`config.mk`:
```
export PLATFORM = sky130hd
export DESIGN_NAME = uart_req_gen
export DESIGN_NICKNAME = d
export VERILOG_FILES = /design/src/rtl/uart_req_pkg.sv /design/src/rtl/uart_req_ctrl.sv /design/src/rtl/uart_req_dp.sv /design/src/rtl/uart_req_gen.sv
export SDC_FILE = /design/constraint.sdc
export NUM_CORES = 1
export LEC_CHECK = 0
export ABC_CLOCK_PERIOD_IN_PS = 3320
export CORE_MARGIN = 1.5
export CORE_UTILIZATION = 35
export DETAILED_ROUTE_END_ITERATION = 7
export PLACE_DENSITY = 0.87
export SYNTH_ARGS = -nofsm -noshare
export SYNTH_HDL_FRONTEND = slang
export SYNTH_SLANG_ARGS = --single-unit
```
`constraint.sdc`:
```
create_clock -name clk -period 3.32 [get_ports clk]
set_clock_uncertainty 0.05 [all_clocks]
set_input_delay 0.664 -clock clk [delete_from_list [all_inputs] [get_ports clk]]
set_output_delay 0.664 -clock clk [all_outputs]
set_load 0.02 [all_outputs]
```
`src/rtl/uart_req_pkg.sv`:
```
package uart_req_pkg;
  typedef enum logic [1:0] {DST_NONE = 2'd0, DST_IRQ = 2'd1, DST_DMA = 2'd2} dest_e;

  typedef struct packed {
    logic       rxHit;
    logic       txHit;
    dest_e      rxDst;
    dest_e      txDst;
    logic       errClr;
    logic [3:0] errSet;
    logic       errEn;
    logic       rxReady;
    logic       txBufEmpty;
    logic       txShiftEmpty;
  } req_strobe_t;

  function automatic dest_e decodeMode(input logic [1:0] m);
    case (m)
      2'd1:    return DST_IRQ;
      2'd2:    return DST_DMA;
      default: return DST_NONE;
    endcase
  endfunction
endpackage

```
`src/rtl/uart_req_ctrl.sv`:
```
module uart_req_ctrl
  import uart_req_pkg::*;
#(
  parameter int CNT_W = 5
) (
  input  logic             fifoEn,
  input  logic [1:0]       rxMode,
  input  logic [1:0]       txMode,
  input  logic             errIntEn,
  input  logic [CNT_W-1:0] rxTrig,
  input  logic [CNT_W-1:0] txTrig,
  input  logic [CNT_W-1:0] rxCount,
  input  logic [CNT_W-1:0] txCount,
  input  logic             rxHoldFull,
  input  logic             txHoldFull,
  input  logic             txShiftBusy,
  input  logic [3:0]       errPulse,
  input  logic             errRead,
  output req_strobe_t      strb
);
  logic rxNonEmpty;
  logic txEmpty;

  always_comb begin
    rxNonEmpty        = (rxCount != '0);
    txEmpty           = (txCount == '0);
    strb              = '0;
    strb.rxHit        = fifoEn ? (rxNonEmpty && (rxCount >= rxTrig)) : rxHoldFull;
    strb.txHit        = fifoEn ? (txCount <= txTrig) : !txHoldFull;
    strb.rxDst        = decodeMode(rxMode);
    strb.txDst        = decodeMode(txMode);
    strb.errClr       = errRead;
    strb.errSet       = errPulse;
    strb.errEn        = errIntEn;
    strb.rxReady      = fifoEn ? rxNonEmpty : rxHoldFull;
    strb.txBufEmpty   = fifoEn ? txEmpty : !txHoldFull;
    strb.txShiftEmpty = strb.txBufEmpty && !txShiftBusy;
  end
endmodule

```
`src/rtl/uart_req_dp.sv`:
```
module uart_req_dp
  import uart_req_pkg::*;
(
  input  logic        clk,
  input  logic        rstN,
  input  req_strobe_t strb,
  output logic        rxIrq,
  output logic        rxDma,
  output logic        txIrq,
  output logic        txDma,
  output logic        errIrq,
  output logic [3:0]  errStatus,
  output logic        rxReady,
  output logic        txBufEmpty,
  output logic        txShiftEmpty
);
  logic [3:0] errQ;

  always_ff @(posedge clk) begin
    if (!rstN) begin
      rxIrq        <= 1'b0;
      rxDma        <= 1'b0;
      txIrq        <= 1'b0;
      txDma        <= 1'b0;
      errQ         <= '0;
      rxReady      <= 1'b0;
      txBufEmpty   <= 1'b0;
      txShiftEmpty <= 1'b0;
    end else begin
      rxIrq        <= strb.rxHit && (strb.rxDst == DST_IRQ);
      rxDma        <= strb.rxHit && (strb.rxDst == DST_DMA);
      txIrq        <= strb.txHit && (strb.txDst == DST_IRQ);
      txDma        <= strb.txHit && (strb.txDst == DST_DMA);
      errQ         <= (strb.errClr ? 4'd0 : errQ) | strb.errSet;
      rxReady      <= strb.rxReady;
      txBufEmpty   <= strb.txBufEmpty;
      txShiftEmpty <= strb.txShiftEmpty;
    end
  end

  assign errStatus = errQ;
  assign errIrq    = rstN && strb.errEn && (|errQ);

  // one destination per direction
  a_r5_rx_onehot: assert property (@(posedge clk) disable iff (!rstN) $onehot0({rxIrq, rxDma}));
  a_r5_tx_onehot: assert property (@(posedge clk) disable iff (!rstN) $onehot0({txIrq, txDma}));
  // captured bits survive while no read occurs
  a_r6_sticky: assert property (@(posedge clk) disable iff (!rstN)
    !strb.errClr |=> ((errStatus & $past(errStatus)) == $past(errStatus)));
  // a pulse shows up on the next clock
  a_r6_capture: assert property (@(posedge clk) disable iff (!rstN)
    (strb.errSet != 4'd0) |=> ((errStatus & $past(strb.errSet)) == $past(strb.errSet)));
  // read with no new pulses empties the register
  a_r7_read_clears: assert property (@(posedge clk) disable iff (!rstN)
    (strb.errClr && strb.errSet == 4'd0) |=> (errStatus == 4'd0));
endmodule

```
`src/rtl/uart_req_gen.sv`:
```
module uart_req_gen
  import uart_req_pkg::*;
#(
  parameter int FIFO_DEPTH = 16,
  localparam int CNT_W = $clog2(FIFO_DEPTH + 1)
) (
  input  logic             clk,
  input  logic             rstN,
  input  logic             fifoEn,
  input  logic [1:0]       rxMode,
  input  logic [1:0]       txMode,
  input  logic             errIntEn,
  input  logic [CNT_W-1:0] rxTrig,
  input  logic [CNT_W-1:0] txTrig,
  input  logic [CNT_W-1:0] rxCount,
  input  logic [CNT_W-1:0] txCount,
  input  logic             rxHoldFull,
  input  logic             txHoldFull,
  input  logic             txShiftBusy,
  input  logic             errOverrun,
  input  logic             errParity,
  input  logic             errFrame,
  input  logic             errBreak,
  input  logic             errRead,
  output logic             rxIrq,
  output logic             rxDma,
  output logic             txIrq,
  output logic             txDma,
  output logic             errIrq,
  output logic [3:0]       errStatus,
  output logic             rxReady,
  output logic             txBufEmpty,
  output logic             txShiftEmpty
);
  req_strobe_t strb;

  uart_req_ctrl #(.CNT_W(CNT_W)) u_ctrl (
    .fifoEn(fifoEn), .rxMode(rxMode), .txMode(txMode), .errIntEn(errIntEn),
    .rxTrig(rxTrig), .txTrig(txTrig), .rxCount(rxCount), .txCount(txCount),
    .rxHoldFull(rxHoldFull), .txHoldFull(txHoldFull), .txShiftBusy(txShiftBusy),
    .errPulse({errBreak, errFrame, errParity, errOverrun}),
    .errRead(errRead), .strb(strb)
  );

  uart_req_dp u_dp (
    .clk(clk), .rstN(rstN), .strb(strb),
    .rxIrq(rxIrq), .rxDma(rxDma), .txIrq(txIrq), .txDma(txDma),
    .errIrq(errIrq), .errStatus(errStatus), .rxReady(rxReady),
    .txBufEmpty(txBufEmpty), .txShiftEmpty(txShiftEmpty)
  );

  // disabled codes silence the direction on the next clock
  a_r5_rx_disabled: assert property (@(posedge clk) disable iff (!rstN)
    (rxMode == 2'd0 || rxMode == 2'd3) |=> (!rxIrq && !rxDma));
  a_r5_tx_disabled: assert property (@(posedge clk) disable iff (!rstN)
    (txMode == 2'd0 || txMode == 2'd3) |=> (!txIrq && !txDma));
  // no error interrupt without its enable
  a_r8_irq_gate: assert property (@(posedge clk) disable iff (!rstN)
    !errIntEn |-> !errIrq);
  // FIFO counts at or above trigger in interrupt mode raise the line
  a_r1_rx_fifo: assert property (@(posedge clk) disable iff (!rstN)
    (fifoEn && rxMode == 2'd1 && rxCount != '0 && rxCount >= rxTrig) |=> rxIrq);
endmodule

```
==> metrics.cfg, run 1 <==
[run_status]
status = finished clean

[placed_design]
place_area_sq_mm = 0.00115
dp_hpwl_um = 1370
gp_congestion = 0.706
place_ws_ns = 0.715
io_buffers = 47

[clock_tree]
clock_path_buffers = 2
cts_sinks = 11
root_buffer = clkbuf_4
htreeDepth = 1
hold_buffers = 0
clock_latency_ns = 0.25
cts_resized = 0
numCtsBuffers = 3
post_cts_buffers = 0
cts.clk_slew.worst_paths_ns = 0.06
cts_tree = yes

[cells_and_area]
fin_nets = 170
syn_to_final_growth_pct = 82.5
final_util_pct = 68.0
drive_above_1_share_pct = 4.88
fin_area_sq_mm = 0.00117
diodes = 0

[synthesis]
muxShareOfSynthArea_pct = 0
synth_ff_type = dfxtp_1
synth-simple-area-share_pct = 23.2
ys_warn_count = 0
syn-cell-area_sq_um = 643
ys_seq_area_share_pct = 34.2
synth.avg_cell_area_sq_um = 8.93
yosysUniqueCellTypes = 25
synth_fa_ha_area_share_pct = 19.5
synth_edf_count = 0
syn_nets = 118
synth_compound_area_share_pct = 16.0
async_flop_share_pct = 0
synth_top_family_by_area = simple AND/OR/NAND/NOR gates
synthCells = 72
synth-seq-cells = 11
synth_xor_area_share_pct = 0

[global_routing]
grt_max_degree = 9
antenna_found_initial = 0
gr-total-overflow = 0
grt_usage_pct = 15.4
grt_pass1_wl_um = 2390
grt_pass1_vias = 661

[route]
ant_nets = 0
first_pass_iters = 3
drt-total-wl_um = 1510
drc = 0
via_count = 682
drt_iter0_drc = 2
viasPerCell = 4.61
wl_per_cell_um = 10.2

[timing]
setup_violations = 0
fmax_ghz = 0.383
maxSlewViolCount = 0
final.min_clock_period_ns = 2.61
hold_viol = 0
rsz0062_at_grt = no
timing.hold.ws_ns = 0.568
finalCritPeriodShare_pct = 78.6
tightest_slew_ns = 0.262
setup_slack_ns = 0.709
setup_tns_ns = 0
max-slew-margin-rel_pct = 82.5

[pwr]
power_density_mw_per_mm2 = 284
p_leak_uw = 0.000502
vdd_drop_max_v = 0.000104

[critical_path]
crit_top_cell = clkdlybuf4s50_1
regToRegEndpoint = u_dp.errStatus[1]
reg2reg_from = u_dp.errStatus[1]
cp-end-kind = output port
crit_path_max_incr_delay_ns = 0.60
cp_cell_sequence = clkdlybuf4s50_1, nand2_1, nor2_1, clkdlybuf4s50_1
crit_fanout = 2
cp.required_ns = 2.61
cp.arrival_ns = 1.90
worstSetupPathType = input pin to output port
cp_slowest_cell = clkdlybuf4s50_1
crit_family = buffers and inverters
r2r_cells = 2
cp-start-kind = input pin
critPathBufInv = 2
r2r_slack_ns = 2.55

[floorplan]
die-area_sq_mm = 0.00210
dieHeight_um = 45.9
start_util_pct = 37.2
io_pins = 48
coreArea_sq_mm = 0.00173
num_rows = 15
die_w_um = 45.9

[min_path]
hp-start = u_dp.errStatus[2]
hold_path_depth = 2
min_to = u_dp.errStatus[2]
min_path_type = flop to flop

[run]
cap_viol_max_count = 0

[worst reg2reg max path, delay by kind of cell, from the launching register on]
family	cells	cell delay (ns)
DFF	1	0.32
AOI/OAI and AO/OA	1	0.16
and+or+nand+nor	1	0.13
[registers in the layout, summed over array words and instances, names as in the netlist]
name,flops
u_dp.txDma,1
u_dp.rxDma,1
u_dp.rxReady,1
u_dp.txShiftEmpty,1
u_dp.txIrq,1
u_dp.txBufEmpty,1
u_dp.errStatus,4
u_dp.rxIrq,1
[cell families after synthesis]
family / Yosys count
AND/OR/NAND/NOR: 24
AO/OA/AOI/OAI: 15
buffers and inverters: 12
flip-flops: 11
adder cells (fa/ha/maj): 10
[worst max path at each step]
stage                        end  cells past startpoint  start  slack [ns]
after CTS                 errIrq                      4   rstN        0.71
final                     errIrq                      4   rstN        0.71
after floorplan           errIrq                      3   rstN        1.44
after detailed placement  errIrq                      4   rstN        0.72
after global placement    errIrq                      4   rstN        0.73
after global routing      errIrq                      4   rstN        0.68
[layout by cell type (no fill, tap or decap), drive strengths merged, types with 3 or more instances in the layout]
cell           netlist  routed
clkbuf               0       4
clkdlybuf4s50        0      47
dfxtp               11      11
ha                  10      10
inv                 11      11
nand2                4       4
nor2                 4       4
nor2b                5       5
o21a                 5       5
o21ai                3       3
[Yosys cell counts, types with 2 or more instances]
| library cell | count | area (sq um) |
|---|---|---|
| a31oi_1 | 2 | 12.5 |
| dfxtp_1 | 11 | 220 |
| ha_1 | 10 | 125 |
| inv_1 | 11 | 41.3 |
| nand2_1 | 4 | 15.0 |
| nor2_1 | 4 | 15.0 |
| nor2b_1 | 5 | 31.3 |
| nor3b_1 | 2 | 15.0 |
| nor4bb_1 | 2 | 20.0 |
| o21a_1 | 4 | 30.0 |
| o21ai_0 | 3 | 15.0 |
[layout make-up]
type / count / area [sq um]
clock buffers: 4 / 26.3
repair buffers: 48 / 478
well taps: 25 / 31.3
flip-flops and latches: 11 / 220
fillers: 165 / 553
multi-input cells: 49 / 377
inverters: 11 / 41.3
[routing by layer]
metal	share of wire, %	up-vias	track usage [%]
met4	0.40	0	6.29
li1	-	353	-
met5	0	-	0
met3	9.5	2	3.97
met1	40	292	15.0
met2	50	35	29.7
[metrics by stage]
stage,instances,total power (uW)
after global routing,148,356
after CTS,148,340
final,148,334
after detailed placement,144,254
after global placement,144,249
after floorplan,72,186
[power breakdown]
group | total [uW] | internal, uW | switching [uW] | leakage [uW]
clock | 84.1 | 46.3 | 37.8 | 0.0000150
sequential | 142 | 139 | 2.92 | 0.0000908
combinational | 108 | 68.1 | 39.9 | 0.000396
Note: power is estimated with default switching activity, not from simulation.
==> run 2, diff against run 1 <==
--- a/config.mk
+++ b/config.mk
@@ -5,11 +5,11 @@
 export SDC_FILE = /design/constraint.sdc
 export NUM_CORES = 1
 export LEC_CHECK = 0
-export ABC_CLOCK_PERIOD_IN_PS = 3320
+export ABC_CLOCK_PERIOD_IN_PS = 2540
 export CORE_MARGIN = 1.5
-export CORE_UTILIZATION = 35
+export CORE_UTILIZATION = 33
 export DETAILED_ROUTE_END_ITERATION = 7
-export PLACE_DENSITY = 0.87
+export PLACE_DENSITY = 0.83
 export SYNTH_ARGS = -nofsm -noshare
 export SYNTH_HDL_FRONTEND = slang
 export SYNTH_SLANG_ARGS = --single-unit
==> constraint.sdc (replaced) <==
create_clock -name clk -period 2.54 [get_ports clk]
set_clock_uncertainty 0.05 [all_clocks]
set_input_delay 0.508 -clock clk [delete_from_list [all_inputs] [get_ports clk]]
set_output_delay 0.508 -clock clk [all_outputs]
set_load 0.02 [all_outputs]
==> run 2 against run 1 <==
Net effect:
- register-to-register slack lost 0.78 ns
- clock power increased by 32%
- count of clock-buffer cells in the layout stayed put
- non-clock buffer count unchanged
- sequential share of layout area did not move
- largest cell class unchanged
- worst hold slack gained 0.0013 ns
- utilization down 2.1 points
- critical path depth unchanged
- combinational power increased by 31%
- first-iteration DRC count grew 50%
==> metrics.cfg, run 2 (synthesis results as in run 1) <==
[run_status]
status = finished clean

[cells_and_area]
seqCellArea_sq_um = 220
fin_nets = 170
final_cell_mix = clkdlybuf4s50_1, inv_1, dfxtp_1
drive_above_1_share_pct = 4.88
final_common_cell = clkdlybuf4s50_1
largest_reg_flops = 4
syn_to_final_growth_pct = 82.5
multi_input_area_sq_um = 377
fillers = 156
instances_no_fill = 148
diodes = 0

[timing]
maxSlewViolCount = 0
final.min_clock_period_ns = 2.31
hold_viol = 0
tightest_slew_ns = 0.268
setup_tns_ns = 0
setup_violations = 0
fmax_ghz = 0.433
rsz0062_at_grt = no
finalCritPeriodShare_pct = 90.9
max-slew-margin-rel_pct = 82.1

[global_routing]
grt_usage_pct = 15.1
antenna_found_initial = 0
grt_pass1_wl_um = 2270
grt_max_degree = 9
grt_pass1_vias = 641
gr-total-overflow = 0

[pwr]
clkPwrFrac_pct = 25.3
power_density_mw_per_mm2 = 372
p_seq_share_pct = 42.3
p_leak_uw = 0.000502
vdd_drop_max_v = 0.000168
p_sw_uw = 106
combPwrFrac_pct = 32.3
p_sw_share_pct = 24.3
intPower_uw = 331

[clock_tree]
hold_buffers = 0
cts_sinks = 11
htreeDepth = 1
clock_path_buffers = 2
clock_latency_ns = 0.25
post_cts_buffers = 0
cts_resized = 0
cts.clk_slew.worst_paths_ns = 0.06
cts_tree = yes
numCtsBuffers = 3
root_buffer = clkbuf_4

[floorplan]
coreArea_sq_mm = 0.00178
num_rows = 15
io_pins = 48
die-area_sq_mm = 0.00222
start_util_pct = 36.1
dieHeight_um = 47.1
die_w_um = 47.1

[critical_path]
r2r_slack_ns = 1.77
cp.arrival_ns = 1.75
regToRegEndpoint = u_dp.errStatus[2]
critPathBufInv = 2
cp_slowest_cell = clkdlybuf4s50_1
worstSetupPathType = input pin to output port
cp_cell_sequence = clkdlybuf4s50_1, nand2_1, nor2_1, clkdlybuf4s50_1
crit_top_cell = clkdlybuf4s50_1
r2r_cells = 2
crit_fanout = 2
crit_path_max_incr_delay_ns = 0.61
reg2reg_from = u_dp.errStatus[2]
cp-end-kind = output port
crit_family = buffers and inverters
cp.depth = 4
cp.required_ns = 1.98
cp-start-kind = input pin

[route]
ant_nets = 0
drt_iter0_drc = 3
via_count = 685
viasPerCell = 4.63
drc = 0
wl_per_cell_um = 10.6
first_pass_iters = 6
drt-total-wl_um = 1570

[min_path]
min_to = u_dp.errStatus[3]
hold_path_depth = 2
hp-start = u_dp.errStatus[3]
min_path_type = flop to flop

[placed_design]
dp_hpwl_um = 1420
dpl.cell_count = 144
gp_congestion = 0.701
io_buffers = 47

[run]
cap_viol_max_count = 0

## run 2: cell counts in the layout (fill, tap and decap cells not counted)
Identical to the previous run, type by type.
## run 2: stage by stage
step | total power [uW] | utilization [%] | worst slack, ns | cell area [sq um] | hold slack [ns]
final | 437 | 65.8 | 0.231 | 1170 | 0.569
after floorplan | 244 | - | 0.970 | 643 | 0.534
after global routing | 465 | 65.8 | 0.170 | 1170 | 0.590
after global placement | 327 | 64.4 | 0.263 | 1150 | 0.541
after detailed placement | 332 | 64.4 | 0.222 | 1150 | 0.549
after CTS | 444 | 65.8 | 0.215 | 1170 | 0.571
## run 2: worst max-delay path by stage
stage / from / end
finish: rstN / errIrq
CTS: rstN / errIrq
global placement: rstN / errIrq
detailed placement: rstN / errIrq
floorplan: rstN / errIrq
global route: rstN / errIrq
## run 2: routing by layer
layer	vias up	routed length [um]	track usage (%)
li1	353	-	-
met1	286	589	12.8
met2	44	821	30.4
met3	2	139	3.08
met4	0	17	10.0
met5	-	0	0
## run 2: worst register-to-register path: stages (launching register included)
cell     delay [ns]
dfxtp_1        0.32
nor2b_1        0.13
o21a_1         0.17
## run 2: area by class of cell
type                       count  area share [%]
timing repair buffer          48            40.7
clock buffer                   4            2.24
multi-input combinational     49            32.1
tap                           25            2.67
inverter                      11            3.52
sequential                    11            18.8
## run 2: power groups by stage
stage | combinational [uW] | clock [uW] | sequential (uW)
after detailed placement | 143 | 0 | 189
after floorplan | 43.8 | 0 | 200
after global placement | 138 | 0 | 189
final | 141 | 111 | 185
after global routing | 156 | 123 | 185
after CTS | 143 | 116 | 185
==> run 3, diff against run 2 <==
==> constraint.sdc (replaced) <==
create_clock -name clk -period 2.54 [get_ports clk]
set_clock_uncertainty 0.05 [all_clocks]
set_input_delay 0.508 -clock clk [delete_from_list [all_inputs] [get_ports clk]]
set_output_delay 0.508 -clock clk [all_outputs]
set_load 0.05 [all_outputs]
==> run 3 against run 2 <==
Net effect:
- fmax grew 17%
- critical endpoint unchanged
- count of clock-buffer cells in the layout is the same
- critical path type unchanged
- routed wire length shrank 3.8%
- worst hold slack lost 0.014 ns
- die area is the same
- global-route usage shrank 1.3 points
- register-to-register slack is essentially flat
- sequential cell count is the same
==> metrics.cfg, run 3 (synthesis results as in run 1) <==
[timing]
maxSlewViolCount = 0
hold_viol = 0
max-slew-margin-rel_pct = 66.2
tightest_slew_ns = 0.506
setup_violations = 0
fmax_ghz = 0.506
setup_tns_ns = 0
final.min_clock_period_ns = 1.98
finalCritPeriodShare_pct = 77.8
rsz0062_at_grt = no

[floorplan]
num_rows = 15
start_util_pct = 36.1
io_pins = 48
coreArea_sq_mm = 0.00178
die_w_um = 47.1
die-area_sq_mm = 0.00222
dieHeight_um = 47.1

[cells_and_area]
fillers = 145
fin_area_sq_mm = 0.00118
final_cell_mix = clkdlybuf4s50_1, inv_1, dfxtp_1
fin_nets = 170
final_util_pct = 66.4
drive_above_1_share_pct = 5.69
final_common_cell = clkdlybuf4s50_1
diodes = 0
syn_to_final_growth_pct = 84.0
largest_reg_flops = 4

[critical_path]
cp.required_ns = 1.98
crit_fanout = 2
r2r_slack_ns = 1.78
cp.arrival_ns = 1.42
cp-start-kind = input pin
worstSetupPathType = input pin to output port
cp-end-kind = output port

[clock_tree]
htreeDepth = 1
cts_sinks = 11
numCtsBuffers = 3
root_buffer = clkbuf_4
clock_latency_ns = 0.25
clock_path_buffers = 2
cts_tree = yes
cts.clk_slew.worst_paths_ns = 0.06
cts_resized = 0
post_cts_buffers = 0
hold_buffers = 0

[pwr]
power_density_mw_per_mm2 = 389
intPower_uw = 332
clkPwrFrac_pct = 24.1
p_sw_uw = 128
p_leak_uw = 0.000507
p_seq_share_pct = 40.2
vdd_drop_max_v = 0.000177
combPwrFrac_pct = 35.7
p_sw_share_pct = 27.9

[route]
first_pass_iters = 4
ant_nets = 0
viasPerCell = 4.65
wl_per_cell_um = 10.2
drc = 0
drt_iter0_drc = 2
via_count = 688
drt-total-wl_um = 1510

[placed_design]
place_area_sq_mm = 0.00116
io_buffers = 47
gp_congestion = 0.710
dp_hpwl_um = 1410

[global_routing]
gr-total-overflow = 0
antenna_found_initial = 0
grt_max_degree = 9
grt_pass1_vias = 620
grt_pass1_wl_um = 2150
grt_usage_pct = 13.8

[min_path]
min_path_type = flop to flop

[run]
cap_viol_max_count = 0

[run_status]
status = finished clean

==> run 3: through the flow <==
step	setup slack, ns	instances	total power, uW	hold WS [ns]
CTS	0.544	148	468	0.560
finish	0.563	148	461	0.556
detailed placement	0.408	144	355	0.540
global placement	0.467	144	351	0.540
floorplan	0.569	72	266	0.534
global route	0.497	148	490	0.588
==> run 3: routing by layer <==
layer / GRT usage (%) / vias up / routed length (um)
li1: - / 354 / -
met1: 13.0 / 300 / 571
met2: 27.4 / 34 / 800
met3: 3.08 / 0 / 135
met4: 6.67 / 0 / 0
met5: 0 / - / 0
==> run 3: path summary, 6_finish.rpt <==
path,startpoint,endpoint,depth (start not counted)
worst max-delay path,rstN,errIrq,4
worst min-delay path,u_dp.errStatus[0],u_dp.errStatus[0],2
worst max register to register,u_dp.errStatus[2],u_dp.errStatus[2],2
worst min register to register,u_dp.errStatus[0],u_dp.errStatus[0],2
==> run 3: final cells by class <==
type / count / area, sq um / share of cell area, %
timing repair buffer: 48 / 488 / 41.2
multi-input combinational: 49 / 377 / 31.8
sequential: 11 / 220 / 18.6
inverter: 11 / 41.3 / 3.49
tap: 25 / 31.3 / 2.64
clock buffer: 4 / 26.3 / 2.22
==> run 3: power groups by stage <==
stage	sequential, uW	combinational, uW	clock [uW]
3_5_place_dp	189	166	0
5_1_grt	186	179	125
3_3_place_gp	189	162	0
6_report	185	165	111
2_1_floorplan	219	46.1	0
4_1_cts	185	166	117
==> run 3: critical path, stage by stage <==
cell and delay [ns]:
clkdlybuf4s50_1 0.47, nand2_1 0.06, nor2_1 0.20, buf_12 0.17
